## src/rtl/fic_pkg.sv

```systemverilog
package fic_pkg;

    // classification of one bus cycle
    typedef enum logic [2:0] {
        ACC_IDLE,
        ACC_SET,
        ACC_CLR,
        ACC_READ_FRC,
        ACC_READ_BAD,
        ACC_OTHER
    } acc_e;

endpackage

```

## src/rtl/fic_bus_dec.sv

```systemverilog
module fic_bus_dec
    import fic_pkg::*;
#(
    parameter int AW      = 8,
    parameter int OFS_FRC = 8'h1B,
    parameter int OFS_SET = 8'h1E,
    parameter int OFS_CLR = 8'h1F
) (
    input  logic [AW-1:0] addr,
    input  logic          wr_en,
    input  logic          rd_en,
    output acc_e          acc
);

    localparam logic [AW-1:0] A_FRC = AW'(OFS_FRC);
    localparam logic [AW-1:0] A_SET = AW'(OFS_SET);
    localparam logic [AW-1:0] A_CLR = AW'(OFS_CLR);

    always_comb begin
        acc = ACC_IDLE;
        if (wr_en) begin
            if (addr == A_SET)      acc = ACC_SET;
            else if (addr == A_CLR) acc = ACC_CLR;
            else                    acc = ACC_OTHER;
        end else if (rd_en) begin
            if (addr == A_FRC)                        acc = ACC_READ_FRC;
            else if (addr == A_SET || addr == A_CLR)  acc = ACC_READ_BAD;
            else                                      acc = ACC_OTHER;
        end
    end

endmodule

```

## src/rtl/fic_idx_dec.sv

```systemverilog
module fic_idx_dec #(
    parameter int LVL_N    = 7,
    parameter int IDX_W    = 6,
    parameter int IDX_BASE = 32
) (
    input  logic             en,
    input  logic [IDX_W-1:0] idx,
    output logic [LVL_N-1:0] lvl_mask
);

    // index IDX_BASE+k selects level LVL_N-k, i.e. mask bit LVL_N-1-k
    for (genvar k = 0; k < LVL_N; k++) begin : g_slot
        assign lvl_mask[LVL_N-1-k] = en && (idx == IDX_W'(IDX_BASE + k));
    end

endmodule

```

## src/rtl/fic_force_bank.sv

```systemverilog
module fic_force_bank #(
    parameter int LVL_N = 7
) (
    input  logic             clk,
    input  logic             rst_n,
    input  logic [LVL_N-1:0] set_m,
    input  logic [LVL_N-1:0] clr_m,
    output logic [LVL_N-1:0] q
);

    always_ff @(posedge clk or negedge rst_n) begin
        if (!rst_n) q <= '0;
        else        q <= (q & ~clr_m) | set_m;
    end


    hold_when_idle_chk: assert property (@(posedge clk) disable iff (!rst_n)
        (set_m == '0 && clr_m == '0) |=> $stable(q));


    set_takes_chk: assert property (@(posedge clk) disable iff (!rst_n)
        (set_m != '0) |=> ((q & $past(set_m)) == $past(set_m)));


    clr_takes_chk: assert property (@(posedge clk) disable iff (!rst_n)
        ((clr_m & ~set_m) != '0) |=> ((q & $past(clr_m & ~set_m)) == '0));

endmodule

```

## src/rtl/fic_prio.sv

```systemverilog
module fic_prio #(
    parameter int LVL_N = 7,
    parameter int LW    = $clog2(LVL_N + 1)
) (
    input  logic [LVL_N-1:0] req,
    output logic [LW-1:0]    top
);

    always_comb begin
        top = '0;
        for (int i = 0; i < LVL_N; i++) begin
            if (req[i]) top = LW'(i + 1);
        end
    end

endmodule

```

## src/rtl/fic_force_ctl.sv

```systemverilog
module fic_force_ctl
    import fic_pkg::*;
#(
    parameter int AW       = 8,
    parameter int DW       = 8,
    parameter int IDX_W    = 6,
    parameter int LVL_N    = 7,
    parameter int IDX_BASE = 32,
    parameter int OFS_FRC  = 8'h1B,
    parameter int OFS_SET  = 8'h1E,
    parameter int OFS_CLR  = 8'h1F,
    localparam int LW      = $clog2(LVL_N + 1)
) (
    input  logic             clk,
    input  logic             rst_n,
    input  logic [AW-1:0]    addr,
    input  logic             wr_en,
    input  logic             rd_en,
    input  logic [DW-1:0]    wdata,
    output logic [DW-1:0]    rdata,
    output logic             err,
    input  logic             tst_set_en,
    input  logic [IDX_W-1:0] tst_set_idx,
    input  logic             tst_clr_en,
    input  logic [IDX_W-1:0] tst_clr_idx,
    output logic [LVL_N-1:0] frc_req,
    output logic [LW-1:0]    top_lvl
);

    acc_e             acc;
    logic [IDX_W-1:0] bus_idx;
    logic [LVL_N-1:0] bus_set_m, bus_clr_m, hk_set_m, hk_clr_m;
    logic [LVL_N-1:0] set_m, clr_m;
    logic [DW-IDX_W-1:0] unused_rsvd;

    // reserved upper data bits carry no meaning
    assign bus_idx     = wdata[IDX_W-1:0];
    assign unused_rsvd = wdata[DW-1:IDX_W];

    fic_bus_dec #(.AW(AW), .OFS_FRC(OFS_FRC), .OFS_SET(OFS_SET), .OFS_CLR(OFS_CLR))
        u_dec (.addr(addr), .wr_en(wr_en), .rd_en(rd_en), .acc(acc));

    fic_idx_dec #(.LVL_N(LVL_N), .IDX_W(IDX_W), .IDX_BASE(IDX_BASE))
        u_bset (.en(acc == ACC_SET), .idx(bus_idx), .lvl_mask(bus_set_m));
    fic_idx_dec #(.LVL_N(LVL_N), .IDX_W(IDX_W), .IDX_BASE(IDX_BASE))
        u_bclr (.en(acc == ACC_CLR), .idx(bus_idx), .lvl_mask(bus_clr_m));
    fic_idx_dec #(.LVL_N(LVL_N), .IDX_W(IDX_W), .IDX_BASE(IDX_BASE))
        u_hset (.en(tst_set_en), .idx(tst_set_idx), .lvl_mask(hk_set_m));
    fic_idx_dec #(.LVL_N(LVL_N), .IDX_W(IDX_W), .IDX_BASE(IDX_BASE))
        u_hclr (.en(tst_clr_en), .idx(tst_clr_idx), .lvl_mask(hk_clr_m));

    assign set_m = bus_set_m | hk_set_m;
    assign clr_m = bus_clr_m | hk_clr_m;

    fic_force_bank #(.LVL_N(LVL_N))
        u_bank (.clk(clk), .rst_n(rst_n), .set_m(set_m), .clr_m(clr_m), .q(frc_req));

    fic_prio #(.LVL_N(LVL_N), .LW(LW))
        u_prio (.req(frc_req), .top(top_lvl));

    // read path: byte bit j shows level LVL_N-j
    always_comb begin
        rdata = '0;
        err   = 1'b0;
        unique case (acc)
            ACC_READ_FRC: begin
                for (int j = 0; j < LVL_N; j++) rdata[j] = frc_req[LVL_N-1-j];
            end
            ACC_READ_BAD: err = 1'b1;
            default: ;
        endcase
    end


    err_with_read_chk: assert property (@(posedge clk) disable iff (!rst_n)
        err |-> (rd_en && !wr_en && (addr == AW'(OFS_SET) || addr == AW'(OFS_CLR))));


    err_no_data_chk: assert property (@(posedge clk) disable iff (!rst_n)
        err |-> (rdata == '0));


    top_level_chk: assert property (@(posedge clk) disable iff (!rst_n)
        (top_lvl == '0) ? (frc_req == '0)
                        : (frc_req[top_lvl-1] && ((frc_req >> top_lvl) == '0)));


    bus_set_top_chk: assert property (@(posedge clk) disable iff (!rst_n)
        (wr_en && addr == AW'(OFS_SET) && wdata[IDX_W-1:0] == IDX_W'(IDX_BASE))
        |=> (top_lvl == LW'(LVL_N)));


    single_bit_chk: assert property (@(posedge clk) disable iff (!rst_n)
        (!tst_set_en && !tst_clr_en) |=> ($countones(frc_req ^ $past(frc_req)) <= 1));

endmodule

```

## config.mk

```make
export PLATFORM = sky130hd
export DESIGN_NAME = fic_force_ctl
export DESIGN_NICKNAME = d
export VERILOG_FILES = /design/src/rtl/fic_pkg.sv /design/src/rtl/fic_bus_dec.sv /design/src/rtl/fic_idx_dec.sv /design/src/rtl/fic_force_bank.sv /design/src/rtl/fic_prio.sv /design/src/rtl/fic_force_ctl.sv
export SDC_FILE = /design/constraint.sdc
export NUM_CORES = 1
export LEC_CHECK = 0
export CORE_MARGIN = 3
export CORE_UTILIZATION = 36
export DETAILED_ROUTE_END_ITERATION = 8
export HOLD_SLACK_MARGIN = 0.08
export PLACE_DENSITY = 0.94
export SYNTH_ARGS = -nofsm -noshare
export SYNTH_HDL_FRONTEND = slang
export SYNTH_SLANG_ARGS = --single-unit
```

## constraint.sdc

```tcl
create_clock -name clk -period 2.8 [get_ports clk]
set_clock_uncertainty 0.15 [all_clocks]
set_input_delay 0.56 -clock clk [delete_from_list [all_inputs] [get_ports clk]]
set_output_delay 0.56 -clock clk [all_outputs]
set_load 0.01 [all_outputs]
```

==> Word level (Yosys, flattened, before mapping) <==
Index checks and enable logic that the tools add are counted.
Widths: inputs -> output; s select.
{ "word_totals": {"reg_bits": 7, "inputBits": 34, "output_inout_bits": 19} }
{ "op_classes": {"eq_ne": 28, "muxes": 15, "n_bitwise": 5, "reduce_logical": 29} }
{ "op_table": {"columns": ["cell", "n"], "rows": [
  ["$eq 6x6->1 const B", 21],
  ["$logic_and 1x1->1", 28],
  ["$mux 3", 9],
  ["$eq 8x5->1 const B", 3],
  ["$or 7x7->7", 3],
  ["$and 7x7->7", 1],
  ["$mux 7", 1],
  ["$not 7->7", 1],
  ["$eq 3x2->1 const B", 2],
  ["$mux 2", 2],
  ["$eq 3x1->1 const B", 1],
  ["$eq 3x3->1 const B", 1],
  ["$mux 1", 3],
  ["$logic_or 1x1->1", 1]
]} }

==> Depth between registers and ports, before layout <==
{ "logic_depth": {"ltp_word": 12, "depth_mapped": 5, "mapped_depth_nobuf": 4} }

==> Modules after synthesis <==
From an unflattened synthesis, not the netlist that was laid out.
{ "unflattened": {"cells_unflattened": 114, "hier_area_um2": 958.4} }
{ "modules_own_cells": {"columns": ["mod", "n_inst", "cells_per_inst", "area_per_inst_um2", "seq_area_each_um2"], "rows": [
  ["fic_idx_dec", 4, 11, 93.8, 0.0],
  ["fic_force_bank", 1, 21, 254.0, 175.2],
  ["fic_force_ctl", 1, 26, 198.9, 0.0],
  ["fic_bus_dec", 1, 13, 85.1, 0.0],
  ["fic_prio", 1, 10, 45.0, 0.0]
]} }

==> Worst setup path after synthesis <==
Ideal clock, no wire load.
{ "synth_path": {"kind": "in2out", "from": "input wr_en", "to": "output rdata[0]", "arrival_ps": 1331, "path_slack_ps": 759, "stages": 4, "cell_sequence": "nor4b_1 nand2_1 nor3_2 and2_1"} }
{ "synth_between": {"elab_chain_cells": 3} }
{ "synth_lines": {"columns": ["item", "line", "text"], "rows": [
  ["start, declared", "fic_force_ctl.sv:17", "input logic wr_en,"],
  ["$mux 3", "fic_bus_dec.sv:21", "if (wr_en) begin"],
  ["$eq 3x2->1", "fic_force_ctl.sv:65", "unique case (acc)"],
  ["$mux 7", "fic_force_ctl.sv:65", null],
  ["end, declared", "fic_force_ctl.sv:20", "output logic [DW-1:0] rdata,"]
]} }
Every way passes these cells.

==> Worst setup path in the final report <==
{ "layout_path": {"from": "input rd_en", "to": "output rdata[5]"} }
{ "layout_between": {"elab_chain_cells": 4} }
{ "layout_lines": {"columns": ["item", "line", "text"], "rows": [
  ["start, declared", "fic_force_ctl.sv:18", "input logic rd_en,"],
  ["$mux 3", "fic_bus_dec.sv:25", "end else if (rd_en) begin"],
  ["$mux 3", "fic_bus_dec.sv:21", null],
  ["$eq 3x2->1", "fic_force_ctl.sv:65", null],
  ["$mux 7", "fic_force_ctl.sv:65", null]
]} }
Every way passes these cells.

==> Flow_metrics.wiki <==
{| class="wikitable"
! Metric !! Value
|-
| Cell at the root of the clock tree || clkbuf_4
|-
| Kind of cell with the highest combined delay on the critical path || buffers and inverters
|-
| Slowest CP cell || clkdlybuf4s50_1
|-
| CTS H-tree depth || 1
|-
| Share of cells above drive strength 1 || 18.6%
|-
| Max-cap violation count || 0
|-
| Sinks on the clock net || 7
|-
| Routed WL || 2750 um
|-
| Largest net degree at the start of global routing || 9
|-
| Number of global-route vias before repair || 867
|-
| Shortest period the worst path allows || 2730 ps
|-
| Path class of the lowest-slack min-delay path || primary input to async pin
|-
| Post-synth design cell area || 723 sq um
|-
| Synthesis-to-layout area growth || 84.8%
|-
| Unrepaired setup endpoints after global routing || no
|-
| Dpl cell area || 1260 sq um
|-
| Maximum frequency from static timing analysis || 367 MHz
|-
| Crit-path cells || clkdlybuf4s50_1 > nor4b_4 > nand2_2 > nor3_4 > buf_6 > buf_6 > buf_4 > and2_1 > buf_2
|-
| Max reg flops || 7
|-
| Number of top-level design ports || 53
|-
| Final setup viols || 0
|-
| CP max stage delay || 460 ps
|-
| Total number of cells along the worst setup path || 9
|-
| Yosys reg bits || 7
|-
| Antenna violations before repair || 0
|-
| Vias per std cell || 5.63
|-
| Number of iterations in the first detailed-routing pass || 5
|-
| Final cell area excluding filler cells || 1340 sq um
|-
| Number of placement rows || 15
|-
| Buffers from clock root to sink, at most || 2
|-
| Final HPWL from detailed placement || 2060 um
|-
| Worst Reg-to-Reg Cells || 3
|-
| Critical Path RT || 2090 ps
|-
| Most used flip-flop cell after synthesis || dfrtp_1
|-
| Register containing the most flip-flops in the final layout || u_bank.q
|-
| Pins over their slew limit || 0
|-
| Count of antenna diodes in the layout || 0
|-
| Wire length per cell || 16.2 um
|-
| Cell leakage power || 0.000605 uW
|-
| Status || finished, final reports clean
|-
| Net switching component of the power || 170 uW
|-
| EDFF count, synth || 0
|-
| Nets || 180
|-
| Number of buffers added on ports || 49
|-
| Net switching fraction of the power || 34.7%
|-
| Share of total power in sequential cells || 30.4%
|-
| Clock-pin slew on the worst setup and hold paths || 60 ps
|-
| Critical path type || primary input to output port
|-
| Mean Syn Cell Area || 8.31 sq um
|-
| Final core utilization || 74.2%
|-
| Clock tree from TritonCTS || built
|-
| Overall Power || 491 uW
|-
| Detailed-route via count || 957
|-
| Final Cycle Share || 97.4%
|-
| Most common cell after layout, fill and taps aside || clkdlybuf4s50_1
|-
| Fin. Hold Viols || 0
|-
| Cell-internal power || 321 uW
|-
| Clock group share of total power || 19.8%
|-
| Die span in y || 50.8 um
|-
| Horizontal extent of the die || 50.8 um
|-
| Buffers & Inverters on Critical Path || 5
|-
| Biggest regs || u_bank.q x7
|-
| Biggest fanout along the worst timing path || 3
|-
| Overall die area || 2580 sq um
|-
| Proportion of register bits with asynchronous set or reset after synthesis || 100%
|-
| Later-pin clock latency in the skew report || 250 ps
|-
| Peak supply drop || 0.326 mV
|-
| Netlist cell types || 38
|-
| Total of hold buffers inserted after clock tree synthesis || 0
|-
| Overflow left after global routing || 0
|-
| Final weighted congestion in routability-driven placement || 0.819
|-
| Yosys warning count || 0
|-
| Total negative slack || 0 ps
|-
| Cell count after synthesis || 87
|-
| GR Util All Layers || 20.7%
|-
| Power per cell area || 367 nW/um^2
|-
| Wire length of the first global-routing pass || 4020 um
|-
| Core region area || 1800 sq um
|-
| Worst slack on hold paths || 391 ps
|-
| Capturing element type of the critical path || output port
|-
| Initial core utilization || 40.1%
|-
| Proportion of power drawn by combinational gates || 49.8%
|-
| CP most frequent cell || buf_6
|-
| Drc violations || 0
|-
| Synthesized net count || 121
|-
| Most used cells in the layout excluding fill and tap cells || 34 x clkdlybuf4s50_1, 8 x nand2_1
|-
| Number of CTS-inserted buffers || 3
|-
| Proportion of synthesized chip area in sequential cells || 24.2%
|-
| Startpoint types || primary input
|-
| Fillers || 131
|-
| Number of DRC markers after the initial detailed-route iteration || 36
|-
| Post-route ant nets || 0
|-
| Worst Path Arrival || 2020 ps
|}
metrics by stage:
step	setup WS, ps	instances
after floorplan	759	87
after global placement	-302	163
after detailed placement	-335	163
after CTS	3.77	170
after global routing	7.94	170
final	71.6	170
timing repair:
item | 4_1_cts | 5_1_grt
endpoints found under the setup margin | 8 | 6
buffers inserted | 3 | 0
pin swaps | 4 | 2
gates resized for setup | 27 | 10
worst paths after layout:
| check | startpoint | to | slack [ps] |
|---|---|---|---|
| worst max-delay path | rd_en | rdata[5] | 70 |
| worst min-delay path | rst_n | u_bank.q[2]$_DFF_PN0_ | 390 |
| worst max register to register | u_bank.q[1]$_DFF_PN0_ | u_bank.q[1]$_DFF_PN0_ | 1590 |
| worst min register to register | u_bank.q[0]$_DFF_PN0_ | u_bank.q[0]$_DFF_PN0_ | 570 |
| max in group asynchronous | rst_n | u_bank.q[4]$_DFF_PN0_ | 1890 |
| min in group clk | u_bank.q[0]$_DFF_PN0_ | u_bank.q[0]$_DFF_PN0_ | 570 |
layer usage:
metal	share of wire, %	global-route usage (%)
met5	0	0
met4	2.9	8.52
met3	8.1	3.79
met2	52	37.6
met1	37	23.6
synth_stat cells (2+ instances only):
master | n | area (sq um)
a21o_1 | 3 | 22.5
a21oi_1 | 3 | 15.0
a311o_1 | 3 | 30.0
and2_1 | 7 | 43.8
and4b_1 | 2 | 20.0
buf_4 | 2 | 15.0
dfrtp_1 | 7 | 175
inv_1 | 6 | 22.5
nand2_1 | 9 | 33.8
nand3_1 | 4 | 20.0
nor2_1 | 7 | 26.3
o211ai_1 | 3 | 22.5
o41ai_1 | 6 | 52.6
kinds of logic after synthesis:
group	synth area share [%]
other	0.519
buffers and inverters	7.44
flip-flops	24.2
AND/OR/NAND/NOR	41.7
AO/OA/AOI/OAI	26.1
area by class of cell:
| type | instances | area, sq um | share of cell area, % |
|---|---|---|---|
| multi-input combinational | 70 | 528 | 39.5 |
| inverter | 6 | 22.5 | 1.69 |
| tap | 25 | 31.3 | 2.34 |
| sequential | 7 | 175 | 13.1 |
| timing repair buffer | 58 | 553 | 41.4 |
| clock buffer | 4 | 26.3 | 1.97 |
worst register-to-register path, cell delays in order (launching register included):
cell and delay, ps:
dfrtp_1 410, o41ai_1 90, a21oi_1 90, a311o_1 340
power by group through the flow:
| stage | combinational, uW | clock (uW) | sequential (uW) |
|---|---|---|---|
| 3_3_place_gp | 232 | 0 | 149 |
| 2_1_floorplan | 86.7 | 0 | 151 |
| 6_report | 244 | 97.2 | 149 |
| 3_5_place_dp | 238 | 0 | 149 |
| 5_1_grt | 259 | 103 | 150 |
| 4_1_cts | 239 | 95.7 | 147 |
(Power assumes the default switching activity.)
